File: config.mk
export PLATFORM = sky130hd
export DESIGN_NAME = pic_cmd_sequencer
export DESIGN_NICKNAME = d
export VERILOG_FILES = /design/src/rtl/pic_cmd_pkg.sv /design/src/rtl/pic_wr_capture.sv /design/src/rtl/pic_seq_fsm.sv /design/src/rtl/pic_cmd_regs.sv /design/src/rtl/pic_cmd_sequencer.sv
export SDC_FILE = /design/constraint.sdc
export NUM_CORES = 1
export LEC_CHECK = 0
export BUFFER_PORTS_ARGS = -buffer_cell sky130_fd_sc_hd__buf_2
export CELL_PAD_IN_SITES_DETAIL_PLACEMENT = 0
export CELL_PAD_IN_SITES_GLOBAL_PLACEMENT = 1
export CORE_MARGIN = 2
export CORE_UTILIZATION = 30
export DETAILED_ROUTE_END_ITERATION = 16
export MAX_ROUTING_LAYER = met4
export PLACE_DENSITY_LB_ADDON = 0.15
export SYNTH_ARGS = -nofsm -noshare
export SYNTH_HDL_FRONTEND = slang
export SYNTH_SLANG_ARGS = --single-unit
File: constraint.sdc
create_clock -name clk -period 4.7 [get_ports clk]
set_clock_uncertainty 0.1 [all_clocks]
set_input_delay 0.47 -clock clk [delete_from_list [all_inputs] [get_ports clk]]
set_output_delay 0.47 -clock clk [all_outputs]
set_load 0.05 [all_outputs]
File: src/rtl/pic_cmd_pkg.sv
package pic_cmd_pkg;

   // Positions in the data byte that the decoder relies on
   localparam int BIT_START  = 4;   // a0=0 write with this bit set begins setup
   localparam int BIT_SEL    = 3;   // picks between the two a0=0 run-time registers
   localparam int BIT_SINGLE = 1;   // in first setup byte: 1 = single, 0 = cascade
   localparam int BIT_WANT4  = 0;   // in first setup byte: fourth byte follows

   // Register indices in the bank
   localparam int LD_W1   = 0;
   localparam int LD_W2   = 1;
   localparam int LD_W3   = 2;
   localparam int LD_W4   = 3;
   localparam int LD_MASK = 4;
   localparam int LD_OP2  = 5;
   localparam int LD_OP3  = 6;
   localparam int NUM_LD  = 7;

   typedef enum logic [2:0] {
      ST_UNINIT = 3'd0,
      ST_WANT2  = 3'd1,
      ST_WANT3  = 3'd2,
      ST_WANT4  = 3'd3,
      ST_READY  = 3'd4
   } seq_state_e;

endpackage

File: src/rtl/pic_wr_capture.sv
module pic_wr_capture #(
   parameter int DATA_W = 8,
   parameter int STAGES = 2
) (
   input  logic              clk,
   input  logic              rst_n,
   input  logic              wr_n,
   input  logic              a0,
   input  logic [DATA_W-1:0] din,
   output logic              wr_ev,
   output logic              ev_a0,
   output logic [DATA_W-1:0] ev_data
);
   localparam int PW = DATA_W + 1;

   generate
      if (STAGES < 2) begin : g_bad_stages
         $error("pic_wr_capture: STAGES must be at least 2");
      end
   endgenerate

   logic [STAGES-1:0] wr_pipe;
   logic [PW-1:0]     dat_pipe [STAGES];
   logic              wr_prev;
   logic [PW-1:0]     dat_prev;

   always_ff @(posedge clk or negedge rst_n) begin
      if (!rst_n) begin
         wr_pipe[0]  <= 1'b1;
         dat_pipe[0] <= '0;
      end else begin
         wr_pipe[0]  <= wr_n;
         dat_pipe[0] <= {a0, din};
      end
   end

   generate
      for (genvar g = 1; g < STAGES; g++) begin : g_stage
         always_ff @(posedge clk or negedge rst_n) begin
            if (!rst_n) begin
               wr_pipe[g]  <= 1'b1;
               dat_pipe[g] <= '0;
            end else begin
               wr_pipe[g]  <= wr_pipe[g-1];
               dat_pipe[g] <= dat_pipe[g-1];
            end
         end
      end
   endgenerate

   always_ff @(posedge clk or negedge rst_n) begin
      if (!rst_n) begin
         wr_prev  <= 1'b1;
         dat_prev <= '0;
      end else begin
         wr_prev  <= wr_pipe[STAGES-1];
         dat_prev <= dat_pipe[STAGES-1];
      end
   end

   // Rising edge of the strobe; the data is the last sample taken while it was low
   assign wr_ev   = !wr_prev && wr_pipe[STAGES-1];
   assign ev_a0   = dat_prev[DATA_W];
   assign ev_data = dat_prev[DATA_W-1:0];

   p_single_event_r6: assert property (@(posedge clk) disable iff (!rst_n)
      wr_ev |=> !wr_ev)
      else $error("strobe edge produced two events");

endmodule

File: src/rtl/pic_seq_fsm.sv
module pic_seq_fsm
   import pic_cmd_pkg::*;
#(
   parameter int DATA_W = 8
) (
   input  logic              clk,
   input  logic              rst_n,
   input  logic              wr_ev,
   input  logic              ev_a0,
   input  logic [DATA_W-1:0] ev_data,
   output logic [NUM_LD-1:0] ld,
   output logic              start,
   output logic              init_done
);
   seq_state_e state_q, state_d;
   logic       single_q, want4_q;
   logic       is_start;

   assign is_start = !ev_a0 && ev_data[BIT_START];
   assign start    = wr_ev && is_start;

   always_comb begin
      ld      = '0;
      state_d = state_q;
      if (wr_ev) begin
         if (is_start) begin
            ld[LD_W1] = 1'b1;
            state_d   = ST_WANT2;
         end else begin
            unique case (state_q)
               ST_WANT2: if (ev_a0) begin
                  ld[LD_W2] = 1'b1;
                  if (!single_q)    state_d = ST_WANT3;
                  else if (want4_q) state_d = ST_WANT4;
                  else              state_d = ST_READY;
               end
               ST_WANT3: if (ev_a0) begin
                  ld[LD_W3] = 1'b1;
                  state_d   = want4_q ? ST_WANT4 : ST_READY;
               end
               ST_WANT4: if (ev_a0) begin
                  ld[LD_W4] = 1'b1;
                  state_d   = ST_READY;
               end
               ST_READY: begin
                  if (ev_a0)                 ld[LD_MASK] = 1'b1;
                  else if (ev_data[BIT_SEL]) ld[LD_OP3]  = 1'b1;
                  else                       ld[LD_OP2]  = 1'b1;
               end
               default: ;
            endcase
         end
      end
   end

   always_ff @(posedge clk or negedge rst_n) begin
      if (!rst_n) begin
         state_q  <= ST_UNINIT;
         single_q <= 1'b1;
         want4_q  <= 1'b0;
      end else begin
         state_q <= state_d;
         if (start) begin
            single_q <= ev_data[BIT_SINGLE];
            want4_q  <= ev_data[BIT_WANT4];
         end
      end
   end

   assign init_done = (state_q == ST_READY);

   p_done_needs_write_r5: assert property (@(posedge clk) disable iff (!rst_n)
      $rose(init_done) |-> $past(wr_ev))
      else $error("setup completed without a write");

   p_restart_drops_r2: assert property (@(posedge clk) disable iff (!rst_n)
      start |=> !init_done)
      else $error("init_done stayed high after a restart");

endmodule

File: src/rtl/pic_cmd_regs.sv
module pic_cmd_regs
   import pic_cmd_pkg::*;
#(
   parameter int DATA_W = 8
) (
   input  logic              clk,
   input  logic              rst_n,
   input  logic [NUM_LD-1:0] ld,
   input  logic              start,
   input  logic [DATA_W-1:0] wdata,
   output logic [DATA_W-1:0] q [NUM_LD]
);
   generate
      for (genvar g = 0; g < NUM_LD; g++) begin : g_reg
         if (g == LD_MASK) begin : g_mask
            always_ff @(posedge clk or negedge rst_n) begin
               if (!rst_n)     q[g] <= '1;
               else if (ld[g]) q[g] <= wdata;
               else if (start) q[g] <= '0;
            end
         end else begin : g_plain
            always_ff @(posedge clk or negedge rst_n) begin
               if (!rst_n)     q[g] <= '0;
               else if (ld[g]) q[g] <= wdata;
            end
         end
      end
   endgenerate

   p_one_load_r6: assert property (@(posedge clk) disable iff (!rst_n)
      $onehot0(ld))
      else $error("more than one register load in a cycle");

   p_mask_cleared_r2: assert property (@(posedge clk) disable iff (!rst_n)
      start |=> (q[LD_MASK] == '0))
      else $error("mask not cleared by restart");

endmodule

File: src/rtl/pic_cmd_sequencer.sv
module pic_cmd_sequencer
   import pic_cmd_pkg::*;
#(
   parameter int DATA_W      = 8,
   parameter int SYNC_STAGES = 2,
   parameter int CAS_W       = 3
) (
   input  logic              clk,
   input  logic              rst_n,
   input  logic              wr_n,
   input  logic              a0,
   input  logic [DATA_W-1:0] din,
   output logic [DATA_W-1:0] init_w1,
   output logic [DATA_W-1:0] init_w2,
   output logic [DATA_W-1:0] init_w3,
   output logic [DATA_W-1:0] init_w4,
   output logic [DATA_W-1:0] op_mask,
   output logic [DATA_W-1:0] op_w2,
   output logic [DATA_W-1:0] op_w3,
   output logic              init_done,
   output logic              cascade_mode,
   output logic [CAS_W-1:0]  cascade_id
);
   generate
      if (DATA_W < BIT_START + 1) begin : g_bad_width
         $error("pic_cmd_sequencer: DATA_W too small for decode bits");
      end
      if (CAS_W < 1 || CAS_W > DATA_W) begin : g_bad_cas
         $error("pic_cmd_sequencer: CAS_W out of range");
      end
   endgenerate

   logic              wr_ev, ev_a0, start;
   logic [DATA_W-1:0] ev_data;
   logic [NUM_LD-1:0] ld;
   logic [DATA_W-1:0] regs_q [NUM_LD];

   pic_wr_capture #(.DATA_W(DATA_W), .STAGES(SYNC_STAGES)) u_cap (
      .clk(clk), .rst_n(rst_n), .wr_n(wr_n), .a0(a0), .din(din),
      .wr_ev(wr_ev), .ev_a0(ev_a0), .ev_data(ev_data)
   );

   pic_seq_fsm #(.DATA_W(DATA_W)) u_fsm (
      .clk(clk), .rst_n(rst_n), .wr_ev(wr_ev), .ev_a0(ev_a0), .ev_data(ev_data),
      .ld(ld), .start(start), .init_done(init_done)
   );

   pic_cmd_regs #(.DATA_W(DATA_W)) u_regs (
      .clk(clk), .rst_n(rst_n), .ld(ld), .start(start), .wdata(ev_data), .q(regs_q)
   );

   assign init_w1      = regs_q[LD_W1];
   assign init_w2      = regs_q[LD_W2];
   assign init_w3      = regs_q[LD_W3];
   assign init_w4      = regs_q[LD_W4];
   assign op_mask      = regs_q[LD_MASK];
   assign op_w2        = regs_q[LD_OP2];
   assign op_w3        = regs_q[LD_OP3];
   assign cascade_mode = !init_w1[BIT_SINGLE];
   assign cascade_id   = init_w3[CAS_W-1:0];

   p_ops_frozen_r9: assert property (@(posedge clk) disable iff (!rst_n)
      !init_done |=> ($stable(op_w2) && $stable(op_w3)))
      else $error("run-time register changed before setup completed");

   p_mask_no_load_before_r9: assert property (@(posedge clk) disable iff (!rst_n)
      (!init_done && !start) |=> $stable(op_mask))
      else $error("mask changed before setup completed");

endmodule

==> results of run 1 <==
[area by class of cell]
| class | count | area [sq um] |
|---|---|---|
| tap | 136 | 170.2 |
| multi-input combinational | 100 | 842.1 |
| inverter | 10 | 37.54 |
| clock buffer | 10 | 127.6 |
| fill | 1045 | 6472 |
| sequential | 90 | 2267 |
| clock inverter | 6 | 72.57 |
| timing repair buffer | 74 | 380.4 |
[critical path, delay by kind of cell (launching register included)]
family        cells  cell delay, ns
simple gates      1            0.33
buf+inv           1            0.32
flops             1            0.48
[path summary, 6_finish.rpt]
check	startpoint	end	slack [ns]	depth (start not counted)
max	u_fsm.state_q[2]	init_done	2.66	2
min	wr_n	u_cap.wr_pipe[0]	0.11	1
max reg2reg	u_cap.wr_pipe[1]	u_fsm.state_q[1]	2.70	3
min reg2reg	u_cap.dat_pipe[3]	u_cap.dat_prev[3]	0.24	0
max in group asynchronous	rst_n	u_regs.q[15]	2.94	3
min in group asynchronous	rst_n	u_cap.dat_pipe[10]	0.52	2
[flip-flops by register name (all words and copies together), names as in the netlist]
name,cells
u_regs.q,56
u_cap.dat_pipe,18
u_cap.dat_prev,9
u_fsm.state_q,3
u_cap.wr_pipe,2
u_cap.wr_prev,1
u_fsm.single_q,1
[report_power, final]
part           internal [mW]  switching [mW]  total, mW
registers              0.947           0.114       1.06
logic                  0.242           0.671      0.913
clock network          0.252           0.277      0.529
total                   1.44            1.06       2.50
[stage by stage]
stage / instances / utilization [%]
detailed placement: 409 / 35.56
CTS: 426 / 37.58
global placement: 409 / 35.56
floorplan: 210 / -
finish: 426 / 37.58
global route: 426 / 37.58
[metal layers]
metal  track usage [%]  vias up  wire (um)
li1                  -      858          -
met1             18.03      881       3254
met2             16.53       54       2710
met3             3.087        8        322
met4             5.769        0         87
met5                 -        -          0
[what timing repair did]
action / CTS / global route
hold endpoints to repair: 9 / 0
resized for setup: 0 / 0
hold buffers: 1 / 0
[cells in the final DEF, fill, tap and decap left out, drive strengths merged, types with 2 or more instances in the layout]
cell type / instances
dfrtp: 78
buf: 73
mux2: 36
nand2: 16
dfstp: 12
inv: 12
clkbuf: 10
mux2i: 9
o21ai: 8
nor2: 4
nand2b: 3
nor2b: 3
or3: 3
and2: 3
nand3b: 2
o211ai: 2
o31ai: 2
clkinv: 2
[kinds of logic (layout without fill, tap and decap cells)]
group	after synthesis	count (layout)	synth area share [%]
DFF	90	90	70.56
muxes	45	45	16.36
and+or+nand+nor	42	42	7.516
buffers and inverters	20	100	3.232
AOI/OAI and AO/OA	13	13	2.336
==> flow_results.xml, run 1 <==
<?xml version="1.0" encoding="UTF-8"?>
<metrics>
  <group name="outcome">
    <metric name="status" unit="">finished, final reports clean</metric>
  </group>
  <group name="setup_path">
    <metric name="worst-setup-path-type" unit="">flop to output pin</metric>
    <metric name="critical_path.max_fanout" unit="">9</metric>
    <metric name="critPathArrivalTime" unit="ns">1.47</metric>
    <metric name="cp.required" unit="ns">4.13</metric>
    <metric name="endpoint_kind" unit="">output pin</metric>
    <metric name="critical-path-slowest-cell" unit="">dfrtp_1</metric>
    <metric name="critPathMaxStageDelay" unit="ns">0.48</metric>
    <metric name="cells_along_the_critical_path" unit="">nor3b_2, buf_2</metric>
    <metric name="crit_path_start_kind" unit="">flop</metric>
  </group>
  <group name="logic_synthesis">
    <metric name="yosys_warnings" unit="">0</metric>
    <metric name="synthDominantAreaCellType" unit="">dfrtp_1</metric>
    <metric name="netlist_area" unit="sq um">3213</metric>
    <metric name="postSynthNetCount" unit="">222</metric>
    <metric name="synth.distinct_cells" unit="">31</metric>
    <metric name="synth_commonest_cells" unit="">dfrtp_1, mux2_2, nand2_1</metric>
    <metric name="yosys.cell_count.top_type" unit="">dfrtp_1</metric>
    <metric name="yosys_register_bits" unit="">90</metric>
    <metric name="postSynth.topFlopCell" unit="">dfrtp_1</metric>
    <metric name="post-synth-top-area-fraction" unit="%">60.75</metric>
    <metric name="synth_async_sr_flop_share" unit="%">100.0</metric>
    <metric name="synth.avg_cell_area" unit="sq um">15.30</metric>
    <metric name="synth_enable_flop_cells" unit="">0</metric>
    <metric name="netlist_top_cells_area" unit="">dfrtp_1, dfstp_2, mux2_2</metric>
    <metric name="proportion_of_synthesized_chip_area_in_sequential_cells" unit="%">70.56</metric>
    <metric name="postSynthCellCount" unit="">210</metric>
  </group>
  <group name="clock_network">
    <metric name="cts.sinks" unit="">90</metric>
    <metric name="tritoncts_clock_tree" unit="">done</metric>
    <metric name="max-clock-path-buffers" unit="">2</metric>
    <metric name="cts_setup_buffers" unit="">0</metric>
    <metric name="numCtsBuffers" unit="">9</metric>
    <metric name="clk_latency" unit="ns">0.35</metric>
    <metric name="htree_levels" unit="">3</metric>
    <metric name="clk_slew_on_worst_s_h_paths" unit="ns">0.10</metric>
    <metric name="cts.root.buffer_cell" unit="">clkbuf_8</metric>
  </group>
  <group name="detailed_routing">
    <metric name="vias" unit="">1801</metric>
    <metric name="wl_per_cell" unit="um">14.96</metric>
    <metric name="detail_route.drc_violations" unit="">0</metric>
    <metric name="detailedRoute.firstIterationViolations" unit="">44</metric>
    <metric name="via_per_inst" unit="">4.228</metric>
    <metric name="wl" unit="mm">6.374</metric>
    <metric name="final_antenna_net_count" unit="">0</metric>
    <metric name="drtPass1Iterations" unit="">4</metric>
  </group>
  <group name="timing">
    <metric name="postLayoutSetupSlackWorst" unit="ns">2.660</metric>
    <metric name="finalHoldWorstSlack" unit="ns">0.1065</metric>
    <metric name="final_hold_viol_count" unit="">0</metric>
    <metric name="final-max-slew-violation-count" unit="">0</metric>
    <metric name="timing.max_slew.rel_slack" unit="%">40.60</metric>
    <metric name="timing.final.crit_period" unit="ns">2.040</metric>
    <metric name="rsz0062_at_grt" unit="">no</metric>
    <metric name="period_share" unit="%">43.41</metric>
    <metric name="fmaxAchievable" unit="GHz">0.4902</metric>
    <metric name="timing.final.setup_violations" unit="">0</metric>
    <metric name="finalSetupTns" unit="ns">0</metric>
    <metric name="worst_slew_pin_slew" unit="ns">0.8859</metric>
  </group>
  <group name="final_layout">
    <metric name="antenna-diode-count" unit="">0</metric>
    <metric name="area_growth_syn_to_layout" unit="%">21.30</metric>
    <metric name="finalInstanceArea" unit="sq um">3897</metric>
    <metric name="finish.net_count" unit="">297</metric>
    <metric name="drive_above_1_share" unit="%">47.93</metric>
  </group>
  <group name="power">
    <metric name="p_total" unit="mW">2.502</metric>
    <metric name="irDropWorstVdd" unit="V">0.0003233</metric>
    <metric name="power.leakage" unit="nW">2.030</metric>
    <metric name="power_per_cell_area" unit="nW/um^2">642.0</metric>
  </group>
  <group name="placement">
    <metric name="gp_congestion" unit="">0.6862</metric>
    <metric name="place_worst_setup_slack" unit="ns">2.707</metric>
    <metric name="half_perimeter_wire_length_of_the_detailed_placement_result" unit="mm">4.334</metric>
    <metric name="placedInstanceArea" unit="sq um">3687</metric>
    <metric name="place.port_buffers" unit="">72</metric>
  </group>
  <group name="global_route">
    <metric name="antenna_found_initial" unit="">0</metric>
    <metric name="global_route_wire_length_before_repair" unit="mm">10.47</metric>
    <metric name="grt_start_max_net_pins" unit="">51</metric>
    <metric name="grt_remaining_overflow" unit="">0</metric>
    <metric name="grt_pass1_vias" unit="">1882</metric>
    <metric name="total_routing_usage_reported_by_global_routing" unit="%">12.53</metric>
  </group>
  <group name="floorplan">
    <metric name="boundaryPins" unit="">73</metric>
    <metric name="die_x" unit="um">107.5</metric>
    <metric name="placementRows" unit="">37</metric>
    <metric name="area_of_the_die" unit="sq um">11550</metric>
    <metric name="core" unit="sq um">10370</metric>
    <metric name="chip_height" unit="um">107.5</metric>
    <metric name="initial_core_utilization" unit="%">30.98</metric>
  </group>
  <group name="job">
    <metric name="cap_viol_max_count" unit="">0</metric>
  </group>
  <group name="worst_hold_path">
    <metric name="min-delay-path-class" unit="">input pin to flop</metric>
  </group>
</metrics>
No activity file was read; power rests on OpenSTA's default activity.
==> run 2, diff against run 1 <==
ABC_AREA = 1   (was not set)
clock period = 1.8 ns   (was 4.7 ns; I/O delays follow)
==> flow_results.xml, run 2 <==
<?xml version="1.0" encoding="UTF-8"?>
<metrics>
  <group name="global_route">
    <metric name="grt_pass1_vias" unit="">2195</metric>
    <metric name="grt_remaining_overflow" unit="">0</metric>
    <metric name="grt_start_max_net_pins" unit="">91</metric>
    <metric name="global_route_wire_length_before_repair" unit="mm">11.58</metric>
    <metric name="total_routing_usage_reported_by_global_routing" unit="%">13.38</metric>
    <metric name="antenna_found_initial" unit="">0</metric>
  </group>
  <group name="timing">
    <metric name="worst_slew_pin_slew" unit="ns">0.5014</metric>
    <metric name="final_hold_viol_count" unit="">0</metric>
    <metric name="timing.max_slew.rel_slack" unit="%">66.58</metric>
    <metric name="timing.final.crit_period" unit="ns">1.682</metric>
    <metric name="timing.final.setup_violations" unit="">0</metric>
    <metric name="finalSetupTns" unit="ns">0</metric>
    <metric name="period_share" unit="%">93.42</metric>
    <metric name="final-max-slew-violation-count" unit="">0</metric>
    <metric name="fmaxAchievable" unit="GHz">0.5947</metric>
    <metric name="rsz0062_at_grt" unit="">no</metric>
  </group>
  <group name="logic_synthesis">
    <metric name="proportion_of_synthesized_chip_area_in_sequential_cells" unit="%">67.97</metric>
    <metric name="synthDominantAreaCellType" unit="">dfrtp_1</metric>
    <metric name="synth.avg_cell_area" unit="sq um">11.58</metric>
    <metric name="postSynthNetCount" unit="">300</metric>
    <metric name="postSynthCellCount" unit="">288</metric>
    <metric name="synth.distinct_cells" unit="">21</metric>
    <metric name="post-synth-top-area-fraction" unit="%">58.51</metric>
    <metric name="yosys.cell_count.top_type" unit="">dfrtp_1</metric>
    <metric name="yosys_warnings" unit="">0</metric>
    <metric name="synth_async_sr_flop_share" unit="%">100.0</metric>
    <metric name="netlist_top_cells_area" unit="">dfrtp_1, dfstp_2, nand2_1</metric>
    <metric name="synth_enable_flop_cells" unit="">0</metric>
    <metric name="postSynth.topFlopCell" unit="">dfrtp_1</metric>
    <metric name="synth_commonest_cells" unit="">dfrtp_1, nand2_1, o21ai_2</metric>
    <metric name="netlist_area" unit="sq um">3336</metric>
    <metric name="yosys_register_bits" unit="">90</metric>
  </group>
  <group name="placement">
    <metric name="dpl.cell_count" unit="">493</metric>
    <metric name="half_perimeter_wire_length_of_the_detailed_placement_result" unit="mm">4.943</metric>
    <metric name="place.port_buffers" unit="">72</metric>
    <metric name="gp_congestion" unit="">0.7679</metric>
  </group>
  <group name="floorplan">
    <metric name="area_of_the_die" unit="sq um">11980</metric>
    <metric name="chip_height" unit="um">109.4</metric>
    <metric name="initial_core_utilization" unit="%">30.77</metric>
    <metric name="core" unit="sq um">10840</metric>
    <metric name="placementRows" unit="">38</metric>
    <metric name="die_x" unit="um">109.4</metric>
    <metric name="boundaryPins" unit="">73</metric>
  </group>
  <group name="setup_path">
    <metric name="r2r-start" unit="">u_cap.dat_prev[4]</metric>
    <metric name="critical-path-slowest-cell" unit="">dfrtp_1</metric>
    <metric name="reg2regPathDepth" unit="">6</metric>
    <metric name="start_point_of_the_critical_path" unit="">u_fsm.state_q[1]</metric>
    <metric name="critPathArrivalTime" unit="ns">1.40</metric>
    <metric name="critPathTopFamily" unit="">flip-flops</metric>
    <metric name="worst-setup-path-type" unit="">flop to output pin</metric>
    <metric name="timing.rr.end" unit="">u_regs.q[0]</metric>
    <metric name="timing.critical_path.depth" unit="">4</metric>
    <metric name="cp.buffers_inverters" unit="">2</metric>
    <metric name="r2r_slack" unit="ns">0.25</metric>
    <metric name="cp.required" unit="ns">1.52</metric>
    <metric name="crit_path_start_kind" unit="">flop</metric>
    <metric name="critical_path.endpoint" unit="">init_done</metric>
    <metric name="endpoint_kind" unit="">output pin</metric>
    <metric name="critPathMaxStageDelay" unit="ns">0.45</metric>
    <metric name="critical_path.max_fanout" unit="">4</metric>
    <metric name="cells_along_the_critical_path" unit="">nor2_2, nand2_2, inv_2, buf_2</metric>
  </group>
  <group name="detailed_routing">
    <metric name="via_per_inst" unit="">4.163</metric>
    <metric name="final_antenna_net_count" unit="">0</metric>
    <metric name="wl" unit="mm">7.176</metric>
    <metric name="wl_per_cell" unit="um">13.80</metric>
    <metric name="met3WireLength" unit="um">268</metric>
    <metric name="detail_route.drc_violations" unit="">0</metric>
    <metric name="drtPass1Iterations" unit="">5</metric>
    <metric name="top_layer" unit="">met4</metric>
    <metric name="detailedRoute.firstIterationViolations" unit="">90</metric>
    <metric name="met2_wirelength" unit="mm">3.430</metric>
    <metric name="vias" unit="">2165</metric>
    <metric name="met1Wirelength" unit="mm">3.399</metric>
  </group>
  <group name="final_layout">
    <metric name="largest_reg_flops" unit="">56</metric>
    <metric name="layout_commonest_cell" unit="">dfrtp_1</metric>
    <metric name="regMostFlops" unit="">u_regs.q</metric>
    <metric name="reg_top3" unit="">u_regs.q x56, u_cap.dat_pipe x18, u_cap.dat_prev x9</metric>
    <metric name="drive_above_1_share" unit="%">40.79</metric>
    <metric name="most-common-layout-cells" unit="">dfrtp_1, nand2_1, buf_2</metric>
    <metric name="area_growth_syn_to_layout" unit="%">23.59</metric>
    <metric name="antenna-diode-count" unit="">0</metric>
    <metric name="layout.cells.non_filler" unit="">520</metric>
    <metric name="fillCellCount" unit="">1095</metric>
    <metric name="finish.net_count" unit="">387</metric>
  </group>
  <group name="clock_network">
    <metric name="cts.sinks" unit="">90</metric>
    <metric name="max-clock-path-buffers" unit="">2</metric>
    <metric name="cts.root.buffer_cell" unit="">clkbuf_8</metric>
    <metric name="cts_setup_buffers" unit="">0</metric>
    <metric name="clk_latency" unit="ns">0.36</metric>
    <metric name="cts_resized" unit="">0</metric>
    <metric name="post_cts_hold_buffer_count" unit="">11</metric>
    <metric name="numCtsBuffers" unit="">9</metric>
    <metric name="htree_levels" unit="">3</metric>
    <metric name="clk_slew_on_worst_s_h_paths" unit="ns">0.10</metric>
    <metric name="tritoncts_clock_tree" unit="">done</metric>
  </group>
  <group name="power">
    <metric name="p_total" unit="mW">6.731</metric>
    <metric name="power_per_cell_area" unit="nW/um^2">1633</metric>
    <metric name="irDropWorstVdd" unit="V">0.0006163</metric>
    <metric name="power.leakage" unit="nW">2.182</metric>
  </group>
  <group name="worst_hold_path">
    <metric name="min-delay-path-class" unit="">flop to flop</metric>
  </group>
  <group name="job">
    <metric name="cap_viol_max_count" unit="">0</metric>
  </group>
  <group name="outcome">
    <metric name="status" unit="">finished, final reports clean</metric>
  </group>
</metrics>
run 2: power breakdown:
part	leakage [nW]	switching [mW]	internal, mW
logic	0.983	2.01	0.595
clock network	0.0947	0.801	0.539
registers	1.10	0.297	2.49
run 2: stage by stage:
| stage | hold slack (ns) | instance area [sq um] | setup WS (ns) | util [%] |
|---|---|---|---|---|
| 2_1_floorplan | -0.2156 | 3336 | 0.4212 | - |
| 3_3_place_gp | 0.1648 | 3824 | 0.2339 | 35.27 |
| 3_5_place_dp | 0.1665 | 3824 | 0.2573 | 35.27 |
| 4_1_cts | 0.2541 | 4123 | 0.08428 | 38.03 |
| 5_1_grt | 0.2603 | 4123 | 0.04518 | 38.03 |
| 6_report | 0.2498 | 4123 | 0.1184 | 38.03 |
run 2: logic make-up after synthesis:
kind of cell	after synthesis	share of synthesized area [%]
buffers and inverters	33	5.139
AO/OA/AOI/OAI	37	8.327
AND/OR/NAND/NOR	128	18.57
flip-flops	90	67.97
run 2: layout make-up:
class | count | area [sq um] | area share (%)
clock buffer | 9 | 123.9 | 3.005
clock inverter | 7 | 65.06 | 1.578
inverter | 23 | 86.33 | 2.094
multi-input combinational | 165 | 897.1 | 21.76
sequential | 90 | 2267 | 54.99
tap | 140 | 175.2 | 4.249
timing repair buffer | 86 | 508.0 | 12.32
run 2: how the worst min path moves through the flow:
stage | depth (start not counted) | end | from
2_1_floorplan | 0 | u_cap.dat_pipe[0] | rst_n
3_3_place_gp | 2 | u_regs.q[36] | rst_n
3_5_place_dp | 2 | u_regs.q[36] | rst_n
4_1_cts | 0 | u_cap.dat_prev[1] | u_cap.dat_pipe[1]
5_1_grt | 0 | u_cap.dat_pipe[8] | u_cap.dat_pipe[17]
6_report | 0 | u_cap.dat_prev[1] | u_cap.dat_pipe[1]
run 2: worst register-to-register path, delay by kind of cell, from the launching register on:
| kind | cells | cell delay [ns] |
|---|---|---|
| AND/OR/NAND/NOR | 5 | 0.76 |
| buffers and inverters | 1 | 0.16 |
| flip-flops | 1 | 0.43 |
run 2: per-layer routing:
| layer | global-route usage (%) | vias to the layer above |
|---|---|---|
| li1 | - | 1085 |
| met1 | 17.76 | 1035 |
| met2 | 20.06 | 40 |
| met3 | 3.853 | 5 |
| met4 | 3.797 | 0 |
| met5 | - | - |
